`config.mk`:
```
export PLATFORM = sky130hd
export DESIGN_NAME = mdio_mgmt_slave
export DESIGN_NICKNAME = d
export VERILOG_FILES = /design/src/rtl/mdio_pkg.sv /design/src/rtl/mdio_edge_sync.sv /design/src/rtl/mdio_frame_fsm.sv /design/src/rtl/mdio_phy_regs.sv /design/src/rtl/mdio_mgmt_slave.sv
export SDC_FILE = /design/constraint.sdc
export NUM_CORES = 1
export LEC_CHECK = 0
export ABC_CLOCK_PERIOD_IN_PS = 2500
export BUFFER_PORTS_ARGS = -buffer_cell sky130_fd_sc_hd__buf_2
export CORE_UTILIZATION = 57
export DETAILED_ROUTE_END_ITERATION = 16
export GPL_TIMING_DRIVEN = 1
export MAX_ROUTING_LAYER = met4
export PLACE_DENSITY_LB_ADDON = 0.1
export SETUP_SLACK_MARGIN = 0.2
export SLEW_MARGIN = 30
export SYNTH_ARGS = -nofsm -noshare
export SYNTH_HDL_FRONTEND = slang
export SYNTH_SLANG_ARGS = --single-unit
```
`constraint.sdc`:
```
create_clock -name clk -period 2.5 [get_ports clk]
set_input_delay 0.125 -clock clk [delete_from_list [all_inputs] [get_ports clk]]
set_output_delay 0.125 -clock clk [all_outputs]
set_load 0.01 [all_outputs]
```
`src/rtl/mdio_pkg.sv`:
```
`timescale 1ns/1ps
package mdio_pkg;
    localparam int DATA_W   = 16;
    localparam int ADDR_W   = 5;
    localparam int NUM_REGS = 1 << ADDR_W;
    localparam int PRE_MIN  = 32;
    localparam int CNT_W    = $clog2(PRE_MIN + 1);

    typedef enum logic [2:0] {
        ST_HUNT,
        ST_START,
        ST_OPC,
        ST_PHYAD,
        ST_REGAD,
        ST_TURN,
        ST_DATA
    } frame_st_e;

    localparam logic [1:0] OPC_RD = 2'b10;
    localparam logic [1:0] OPC_WR = 2'b01;

    localparam logic [ADDR_W-1:0] IDX_CTRL = 5'd0;
    localparam logic [ADDR_W-1:0] IDX_STAT = 5'd1;
    localparam logic [ADDR_W-1:0] IDX_ID1  = 5'd2;
    localparam logic [ADDR_W-1:0] IDX_ID2  = 5'd3;
    localparam logic [ADDR_W-1:0] IDX_ADV  = 5'd4;
    localparam logic [ADDR_W-1:0] IDX_LPA  = 5'd5;
    localparam logic [ADDR_W-1:0] IDX_DIAG = 5'd18;

    localparam logic [DATA_W-1:0] RST_CTRL   = 16'h3100;
    localparam logic [DATA_W-1:0] RST_ID1    = 16'h0300;
    localparam logic [DATA_W-1:0] RST_ID2    = 16'hE400;
    localparam logic [DATA_W-1:0] RST_ADV    = 16'h01E1;
    localparam logic [DATA_W-1:0] STAT_FIXED = 16'h7828;
    localparam logic [DATA_W-1:0] LPA_ACK    = 16'h4000;
    localparam logic [DATA_W-1:0] ADV_MODES  = 16'h01E0;

    typedef logic [NUM_REGS-1:0][DATA_W-1:0] reg_array_t;

    function automatic reg_array_t regs_reset();
        reg_array_t r;
        r = '0;
        r[IDX_CTRL] = RST_CTRL;
        r[IDX_ID1]  = RST_ID1;
        r[IDX_ID2]  = RST_ID2;
        r[IDX_ADV]  = RST_ADV;
        return r;
    endfunction
endpackage

```
`src/rtl/mdio_edge_sync.sv`:
```
`timescale 1ns/1ps
module mdio_edge_sync #(
    parameter int STAGES = 2
) (
    input  logic clk,
    input  logic rst_n,
    input  logic mdc,
    input  logic mdio_i,
    output logic mdc_rise,
    output logic mdc_fall,
    output logic bit_o
);
    typedef struct packed {
        logic [STAGES-1:0] mdc_sh;
        logic [STAGES-1:0] dat_sh;
        logic              mdc_prev;
    } sync_t;

    sync_t sync_d, sync_q;

    always_comb begin
        sync_d          = sync_q;
        sync_d.mdc_sh   = {sync_q.mdc_sh[STAGES-2:0], mdc};
        sync_d.dat_sh   = {sync_q.dat_sh[STAGES-2:0], mdio_i};
        sync_d.mdc_prev = sync_q.mdc_sh[STAGES-1];
    end

    always_ff @(posedge clk) begin
        if (!rst_n) sync_q <= '0;
        else        sync_q <= sync_d;
    end

    assign mdc_rise = sync_q.mdc_sh[STAGES-1] & ~sync_q.mdc_prev;
    assign mdc_fall = ~sync_q.mdc_sh[STAGES-1] & sync_q.mdc_prev;
    assign bit_o    = sync_q.dat_sh[STAGES-1];
endmodule

```
`src/rtl/mdio_frame_fsm.sv`:
```
`timescale 1ns/1ps
module mdio_frame_fsm
    import mdio_pkg::*;
#(
    parameter logic [ADDR_W-1:0] PHY_ADDR = 5'd1
) (
    input  logic              clk,
    input  logic              rst_n,
    input  logic              mdc_rise,
    input  logic              mdc_fall,
    input  logic              bit_i,
    input  logic [DATA_W-1:0] rd_data,
    output logic [ADDR_W-1:0] rd_addr,
    output logic              wr_en,
    output logic [ADDR_W-1:0] wr_addr,
    output logic [DATA_W-1:0] wr_data,
    output logic              mdio_o,
    output logic              mdio_oe
);
    typedef struct packed {
        frame_st_e         state;
        logic [CNT_W-1:0]  cnt;
        logic [1:0]        opc;
        logic [ADDR_W-1:0] phy;
        logic [ADDR_W-1:0] reg_a;
        logic [DATA_W-1:0] sh;
        logic              is_rd;
        logic              hit;
        logic              wr;
        logic              oe;
        logic              dout;
    } fsm_t;

    fsm_t fsm_d, fsm_q;
    logic [1:0] opc_full;

    // register index completed by the current bit, used to snapshot read data
    assign rd_addr  = {fsm_q.reg_a[ADDR_W-2:0], bit_i};
    assign opc_full = {fsm_q.opc[0], bit_i};

    always_comb begin
        fsm_d    = fsm_q;
        fsm_d.wr = 1'b0;
        if (mdc_rise) begin
            case (fsm_q.state)
                ST_HUNT: begin
                    if (bit_i) begin
                        if (fsm_q.cnt != CNT_W'(PRE_MIN)) fsm_d.cnt = fsm_q.cnt + 1'b1;
                    end else begin
                        fsm_d.cnt = '0;
                        if (fsm_q.cnt == CNT_W'(PRE_MIN)) fsm_d.state = ST_START;
                    end
                end
                ST_START: begin
                    fsm_d.cnt   = '0;
                    fsm_d.state = bit_i ? ST_OPC : ST_HUNT;
                end
                ST_OPC: begin
                    fsm_d.opc = opc_full;
                    if (fsm_q.cnt == CNT_W'(1)) begin
                        fsm_d.cnt = '0;
                        if (opc_full == OPC_RD || opc_full == OPC_WR) begin
                            fsm_d.state = ST_PHYAD;
                            fsm_d.is_rd = (opc_full == OPC_RD);
                        end else begin
                            fsm_d.state = ST_HUNT;
                        end
                    end else begin
                        fsm_d.cnt = fsm_q.cnt + 1'b1;
                    end
                end
                ST_PHYAD: begin
                    fsm_d.phy = {fsm_q.phy[ADDR_W-2:0], bit_i};
                    if (fsm_q.cnt == CNT_W'(ADDR_W - 1)) begin
                        fsm_d.cnt   = '0;
                        fsm_d.state = ST_REGAD;
                    end else begin
                        fsm_d.cnt = fsm_q.cnt + 1'b1;
                    end
                end
                ST_REGAD: begin
                    fsm_d.reg_a = rd_addr;
                    if (fsm_q.cnt == CNT_W'(ADDR_W - 1)) begin
                        fsm_d.cnt   = '0;
                        fsm_d.state = ST_TURN;
                        fsm_d.hit   = (fsm_q.phy == PHY_ADDR);
                        fsm_d.sh    = rd_data;
                    end else begin
                        fsm_d.cnt = fsm_q.cnt + 1'b1;
                    end
                end
                ST_TURN: begin
                    if (fsm_q.cnt == CNT_W'(1)) begin
                        fsm_d.cnt   = '0;
                        fsm_d.state = ST_DATA;
                    end else begin
                        fsm_d.cnt = fsm_q.cnt + 1'b1;
                    end
                end
                ST_DATA: begin
                    fsm_d.sh = {fsm_q.sh[DATA_W-2:0], bit_i};
                    if (fsm_q.cnt == CNT_W'(DATA_W - 1)) begin
                        fsm_d.cnt   = '0;
                        fsm_d.state = ST_HUNT;
                        fsm_d.wr    = fsm_q.hit & ~fsm_q.is_rd;
                    end else begin
                        fsm_d.cnt = fsm_q.cnt + 1'b1;
                    end
                end
                default: begin
                    fsm_d.cnt   = '0;
                    fsm_d.state = ST_HUNT;
                end
            endcase
        end
        if (mdc_fall) begin
            fsm_d.oe   = 1'b0;
            fsm_d.dout = 1'b0;
            if (fsm_q.hit && fsm_q.is_rd) begin
                if (fsm_q.state == ST_TURN && fsm_q.cnt == CNT_W'(1)) begin
                    fsm_d.oe = 1'b1;
                end else if (fsm_q.state == ST_DATA) begin
                    fsm_d.oe   = 1'b1;
                    fsm_d.dout = fsm_q.sh[DATA_W-1];
                end
            end
        end
    end

    always_ff @(posedge clk) begin
        if (!rst_n) fsm_q <= '{state: ST_HUNT, default: '0};
        else        fsm_q <= fsm_d;
    end

    assign wr_en   = fsm_q.wr;
    assign wr_addr = fsm_q.reg_a;
    assign wr_data = fsm_q.sh;
    assign mdio_o  = fsm_q.dout;
    assign mdio_oe = fsm_q.oe;

    assert_pre_len_R1: assert property (@(posedge clk) disable iff (!rst_n)
        (fsm_q.state == ST_START && $past(fsm_q.state) != ST_START)
            |-> $past(fsm_q.cnt) == CNT_W'(PRE_MIN));

    assert_drive_start_R4: assert property (@(posedge clk) disable iff (!rst_n)
        $rose(mdio_oe) |-> (fsm_q.state == ST_TURN && fsm_q.cnt == CNT_W'(1)));

    assert_oe_on_fall_R4: assert property (@(posedge clk) disable iff (!rst_n)
        !mdc_fall |=> $stable(mdio_oe));

    assert_write_own_R9: assert property (@(posedge clk) disable iff (!rst_n)
        wr_en |-> (fsm_q.phy == PHY_ADDR && !fsm_q.is_rd));

    assert_valid_opc_R10: assert property (@(posedge clk) disable iff (!rst_n)
        (fsm_q.state == ST_PHYAD && $past(fsm_q.state) == ST_OPC)
            |-> (fsm_q.opc == OPC_RD || fsm_q.opc == OPC_WR));
endmodule

```
`src/rtl/mdio_phy_regs.sv`:
```
`timescale 1ns/1ps
module mdio_phy_regs
    import mdio_pkg::*;
(
    input  logic              clk,
    input  logic              rst_n,
    input  logic              wr_en,
    input  logic [ADDR_W-1:0] wr_addr,
    input  logic [DATA_W-1:0] wr_data,
    input  logic [ADDR_W-1:0] rd_addr,
    input  logic              link_up,
    output logic [DATA_W-1:0] rd_data
);
    typedef struct packed {
        reg_array_t mem;
    } regs_t;

    localparam regs_t REGS_RST = '{mem: regs_reset()};

    regs_t regs_d, regs_q;
    logic [DATA_W-1:0] adv;

    always_comb begin
        regs_d = regs_q;
        if (wr_en) regs_d.mem[wr_addr] = wr_data;
    end

    always_ff @(posedge clk) begin
        if (!rst_n) regs_q <= REGS_RST;
        else        regs_q <= regs_d;
    end

    assign adv = regs_q.mem[IDX_ADV];

    always_comb begin
        case (rd_addr)
            IDX_STAT: rd_data = STAT_FIXED | {13'd0, link_up, 2'b00};
            IDX_LPA:  rd_data = LPA_ACK | (adv & ADV_MODES);
            IDX_DIAG: rd_data = {4'b0000, adv[8] | adv[6], adv[8] | adv[7], 10'd0};
            default:  rd_data = regs_q.mem[rd_addr];
        endcase
    end

    assert_store_R3: assert property (@(posedge clk) disable iff (!rst_n)
        wr_en |=> regs_q.mem[$past(wr_addr)] == $past(wr_data));
endmodule

```
`src/rtl/mdio_mgmt_slave.sv`:
```
`timescale 1ns/1ps
module mdio_mgmt_slave
    import mdio_pkg::*;
#(
    parameter logic [ADDR_W-1:0] PHY_ADDR    = 5'd1,
    parameter int                SYNC_STAGES = 2
) (
    input  logic clk,
    input  logic rst_n,
    input  logic mdc,
    input  logic mdio_i,
    input  logic link_up,
    output logic mdio_o,
    output logic mdio_oe
);
    logic              mdc_rise, mdc_fall, bit_s;
    logic              wr_en;
    logic [ADDR_W-1:0] wr_addr, rd_addr;
    logic [DATA_W-1:0] wr_data, rd_data;

    mdio_edge_sync #(.STAGES(SYNC_STAGES)) sync_i (
        .clk      (clk),
        .rst_n    (rst_n),
        .mdc      (mdc),
        .mdio_i   (mdio_i),
        .mdc_rise (mdc_rise),
        .mdc_fall (mdc_fall),
        .bit_o    (bit_s)
    );

    mdio_frame_fsm #(.PHY_ADDR(PHY_ADDR)) fsm_i (
        .clk      (clk),
        .rst_n    (rst_n),
        .mdc_rise (mdc_rise),
        .mdc_fall (mdc_fall),
        .bit_i    (bit_s),
        .rd_data  (rd_data),
        .rd_addr  (rd_addr),
        .wr_en    (wr_en),
        .wr_addr  (wr_addr),
        .wr_data  (wr_data),
        .mdio_o   (mdio_o),
        .mdio_oe  (mdio_oe)
    );

    mdio_phy_regs regs_i (
        .clk     (clk),
        .rst_n   (rst_n),
        .wr_en   (wr_en),
        .wr_addr (wr_addr),
        .wr_data (wr_data),
        .rd_addr (rd_addr),
        .link_up (link_up),
        .rd_data (rd_data)
    );
endmodule

```
# Word-level counts from Yosys, hierarchy flattened

Cells that the tools add are included.

Add/sub/neg operators: 1
$lt $le $gt $ge: 3
Eq/ne operators: 25
Multiplexer cells: 27
Bitwise logic cells: 8
Reduce and logical (&&, ||, !) cells: 15

Operator list:

| cell                  | number |
|---|---|
| $bwmux W512           | 1 |
| $bmux W16 S5          | 1 |
| $demux W16 S5         | 1 |
| $pmux W9 S7           | 1 |
| $mux W16              | 3 |
| $pmux W16 S3          | 1 |
| $pmux W16 S2          | 1 |
| $mux W6               | 5 |
| $mux W3               | 7 |
| $lt A5 B6 Y1 const B  | 2 |
| $ne A2 B1 Y1 const B  | 6 |
| $eq A5 B1 Y1 const B  | 2 |
| $eq A3 B3 Y1 const B  | 3 |
| $mux W2               | 4 |
| $reduce_and A2 Y1     | 4 |
| $reduce_and A4 Y1     | 2 |
| $reduce_and A8 Y1     | 1 |
| $add A6 B1 Y6 const B | 1 |
| $eq A3 B2 Y1 const B  | 2 |
| $eq A6 B1 Y1 const B  | 1 |
| $eq A6 B3 Y1 const B  | 1 |
| $eq A6 B4 Y1 const B  | 1 |
| $eq A6 B6 Y1 const B  | 1 |
| $ne A6 B6 Y1 const B  | 1 |
| 17 further kinds      | 26 |

Bits in registers: 558
Input bits: 5
Logic and storage cells: 125

# Depth between registers and ports, before layout

Word-level depth: 5
Depth in mapped cells: 11

# Modules after synthesis

From an unflattened synthesis, not the netlist that was laid out.

Cell total of the unflattened synthesis: 3021
Area, all modules: 26310.2 µm²

By module, submodules not included:

| module         | instances | cells an instance | area an instance (µm²) |
|---|---|---|---|
| mdio_phy_regs  | 1         | 2732              | 23855.4 |
| mdio_frame_fsm | 1         | 277               | 2311.0 |
| mdio_edge_sync | 1         | 12                | 143.9 |

# Worst setup path after synthesis

Ideal clock, no wire load.

Path type: reg2reg
From: register sync_i.sync_q (netlist bit sync_i.bit_o)
To: register fsm_i.fsm_q[4] in the netlist's numbering
Setup time: 132 ps
Arrival: 2225 ps
Required time: 2368 ps
Slack: 143 ps
Cell stages (with the launch flop): 11
Path buffers: 4
Clock period less this slack: 2357 ps
Path through: dfxtp_1 > buf_2 > inv_1 > clkbuf_1 > clkbuf_1 > clkbuf_1 > ha_1 > nor3_1 > nand3_1 > o21ai_0 > a21oi_1

Word-level cells in the longest chain between the ends: 3
Elaborated cells on any way between the ends: 4

Ends and longest elaborated chain:

| element                                      | RTL line                                   | source |
|---|---|---|
| from (decl)                                  | mdio_edge_sync.sv:19                       | `sync_t sync_d, sync_q;` |
| from (signal assigned)                       | mdio_edge_sync.sv:30                       | `else sync_q <= sync_d;` |
| $eq A2 B2 Y1 or $eq A2 B1 Y1 (tied branches) | mdio_frame_fsm.sv:62, mdio_frame_fsm.sv:64 |  |
| $logic_or A1 B1 Y1                           | mdio_frame_fsm.sv:62                       | `if (opc_full == OPC_RD \|\| opc_full == OPC_WR) begin` |
| $reduce_and A4 Y1 (no source line)           | -                                          |  |
| to (signal assigned)                         | mdio_frame_fsm.sv:132                      | `else fsm_q <= fsm_d;` |
| to (decl)                                    | mdio_frame_fsm.sv:34                       | `fsm_t fsm_d, fsm_q;` |

Parallel ways exist; a longest one is shown, timed or not.
A chain may end at the register's enable or synchronous reset.

# Worst setup path after layout

From: register fsm_i.fsm_q (netlist bit fsm_i.wr_addr[1])
To: register regs_i.regs_q[184]

Word-level cells in the longest chain between the ends: 5
Elaborated cells on any way between the ends: 6

Ends and longest elaborated chain:

| element                                                            | RTL line            | source |
|---|---|---|
| $lt A5 B6 Y1 (not written as such) or $ge A5 B1 Y1 (tied branches) | mdio_phy_regs.sv:25 | `if (wr_en) regs_d.mem[wr_addr] = wr_data;` |
| $logic_and A1 B1 Y1 (not written as such)                          | mdio_phy_regs.sv:25 |  |
| $mux W16 (not written as such)                                     | mdio_phy_regs.sv:25 |  |
| $demux W16 S5 (*)                                                  | -                   |  |
| $bwmux W512 (*)                                                    | mdio_phy_regs.sv:25 |  |
| to (signal assigned)                                               | mdio_phy_regs.sv:30 | `else regs_q <= regs_d;` |
| to (decl)                                                          | mdio_phy_regs.sv:20 | `regs_t regs_d, regs_q;` |

Every way passes the cells marked *; elsewhere a longest branch is shown, timed or not.

==> results.cfg <==
[finish]
design_area_mm2 = 0.0284
diodes = 0
fin_nets = 2786
layout_commonest_cell = nand2_1
syn2layout_area_growth_pct = 14.7
final_cell_mix = nand2_1, dfxtp_1, a21oi_1
stdcell_count = 3409
drive_gt1_share_pct = 16.6

[timing]
min_period_ns = 2.28
setup_viol = 0
fmax_mhz = 438
tightest_slew_ns = 0.882
max-slew-margin-rel_pct = 41.1
period_share_pct = 91.3
fin_skew_ns = 0.0273
maxSlewViolCount = 0
hold_viol = 0
tns_ns = 0
rsz0062_at_grt = yes

[logic_synthesis]
synthDistinctLibCells = 74
yosysSeqAreaShare_pct = 45.1
synthFlopType = dfxtp_1
syn_area_mm2 = 0.0248
syn_nets = 2803
synth_area_leaders = dfxtp_1, mux4_2, nand2_1
synthCells = 2794
yosysTopAreaCell = dfxtp_1
synth-edff-count = 0
ys_ff_latch = 558
ys.warnings.count = 0
avgSynthCellArea_um2 = 8.87
async_reset_ff_share_pct = 0
synth_top_area_share_pct = 45.1

[clock_network]
numClockSinks = 558
cts_tree = yes
cts_buffer_depth = 3
numCtsBuffers = 57
insertion_delay_ns = 0.63
clock_tree.root_cell = clkbuf_16
htreeDepth = 2
clk_pin_slew_ns = 0.07

[floorplan]
dieArea_mm2 = 0.0443
fp.dieW_um = 210
die_y_um = 210
num_rows = 76
core-area_mm2 = 0.0430
ios = 7
initial_core_util_pct = 57.6

[routing]
wl_per_cell_um = 23.8
dr.pass1.iters = 5
drtIter0Drc = 2686
ant_nets = 0
wl_mm = 81.3
vias = 21700
remaining_drc_errors = 0
viasPerCell = 6.35

[power_and_ir_drop]
power_leakage_nw = 9.72
max-vdd-ir-drop_mv = 0.531
design_power_total_mw = 18.5
power_density_mw_per_mm2 = 651

[place]
io_buffer_count = 6
postPlaceCellArea_mm2 = 0.0262
place_congestion = 1.06
place_inst = 3292
dpl.hpwl_mm = 52.5

[worst_setup_path]
worstSetupEndpoint = regs_i.regs_q[184]
reg2reg_depth = 6
path_class = reg -> reg
critPathRequiredTime_ns = 3.00
r2r_end = regs_i.regs_q[184]
regToRegStartpoint = fsm_i.wr_addr[1]
r2r_slack_ns = 0.22
worstSetupEndpointType = register
crit_fanout = 13
crit_path_start = fsm_i.wr_addr[1]
critPathLaunchType = register
critPathArrivalTime_ns = 2.78

[global_route]
antenna_found_initial = 0
grt_pass1_wl_mm = 125
track_usage_pct = 37.8
grt_pass1_vias = 20900
grt_overflow = 0
grt_max_degree = 101

[run_status]
outcome = completed

[worst_hold_path]
hold_path.class = in -> reg

[run]
drv_cap = 0
[cells in the mapped netlist, types with 4 or more instances]
master,n
o21ai_0,97
dfxtp_1,558
nand4_1,8
buf_1,18
nand3_1,180
and2_1,11
o22ai_1,5
buf_4,18
mux2i_1,177
a21oi_1,398
clkbuf_1,202
a221oi_1,10
inv_1,7
nor3_1,11
nor2b_1,5
nand2b_1,9
mux4_2,125
o221ai_1,4
buf_6,6
o211ai_1,6
buf_2,41
a211oi_1,10
ha_1,4
nand2_1,583
nor2_1,195
o21ai_1,20
o22a_1,5
a22oi_1,12
[power by group]
part           internal [mW]  switching (mW)
clock                   5.64            3.67
combinational         0.0789           0.228
sequential              8.89         0.00808
[how the worst min path moves through the flow]
| stage | cells past startpoint | start | endpoint | slack, ns |
|---|---|---|---|---|
| 2_1_floorplan | 1 | mdio_i | sync_i.sync_d[2] | 0.25 |
| 3_3_place_gp | 2 | mdc | sync_i.sync_d[4] | 0.33 |
| 3_5_place_dp | 2 | mdc | sync_i.sync_d[4] | 0.34 |
| 4_1_cts | 5 | link_up | fsm_i.wr_data[2] | 0.05 |
| 5_1_grt | 5 | link_up | fsm_i.wr_data[2] | 0.11 |
| 6_report | 5 | link_up | fsm_i.wr_data[2] | 0.07 |
[cells by family after synthesis]
family                     Yosys count  synth area share (%)
xor gates and xnor gates             4                 0.141
adders and majority gates            4                 0.202
muxes                              303                  18.6
DFF                                558                  45.1
buffers and inverters              293                  5.10
and+or+nand+nor                   1037                  17.8
AOI/OAI and AO/OA                  595                  13.1
[layout make-up]
cell class | count | area [µm²]
fill | 3517 | 14600
multi-input combinational | 1943 | 12400
sequential | 558 | 11200
timing repair buffer | 209 | 2010
clock buffer | 79 | 1650
tap | 585 | 732
clock inverter | 27 | 405
inverter | 8 | 37.5
[timing repair]
| action | in CTS | in global routing |
|---|---|---|
| endpoints found under the setup margin | 4 | 52 |
| hold buffers | 3 | 0 |
| hold endpoints to repair | 13 | 0 |
| buffers inserted | 3 | 4 |
| pin swaps | 0 | 4 |
| gates cloned | 0 | 1 |
| gates resized for setup | 2 | 15 |
[registers in the layout (all words and copies together), names as in the netlist]
| name | count |
|---|---|
| regs_i.regs_q | 496 |
| sync_i.sync_d | 3 |
| fsm_i.wr_data | 16 |
| fsm_i.fsm_q | 17 |
| sync_i.sync_q | 1 |
| regs_i.adv | 16 |
| sync_i.bit_o | 1 |
| fsm_i.mdio_o | 1 |
| fsm_i.mdio_oe | 1 |
| fsm_i.wr_en | 1 |
| fsm_i.wr_addr | 5 |
[per-stage QoR]
step / setup slack (ns) / hold WS, ns / util [%]
after detailed placement: 0.186 / 0.340 / 60.9
after CTS: 0.207 / 0.0525 / 65.8
final: 0.219 / 0.0733 / 66.1
after floorplan: 0.258 / 0.252 / -
after global placement: 0.140 / 0.333 / 60.9
after global routing: 0.191 / 0.110 / 66.1
[critical path, stage by stage (launching register included)]
cell and delay, ns:
dfxtp_4 0.49, buf_4 0.28, and3_1 0.53, nand2_1 0.38, buf_4 0.31, nand2_1 0.08
a21oi_1 0.06
[routing by layer]
metal,track usage [%],share of wire [%],up-vias
li1,-,-,9686
met2,58.9,47,1039
met3,5.45,8.3,189
met1,49.9,41,10700
met4,14.7,4.0,0
met5,-,0,-
Power figures use the tool's default switching activity.
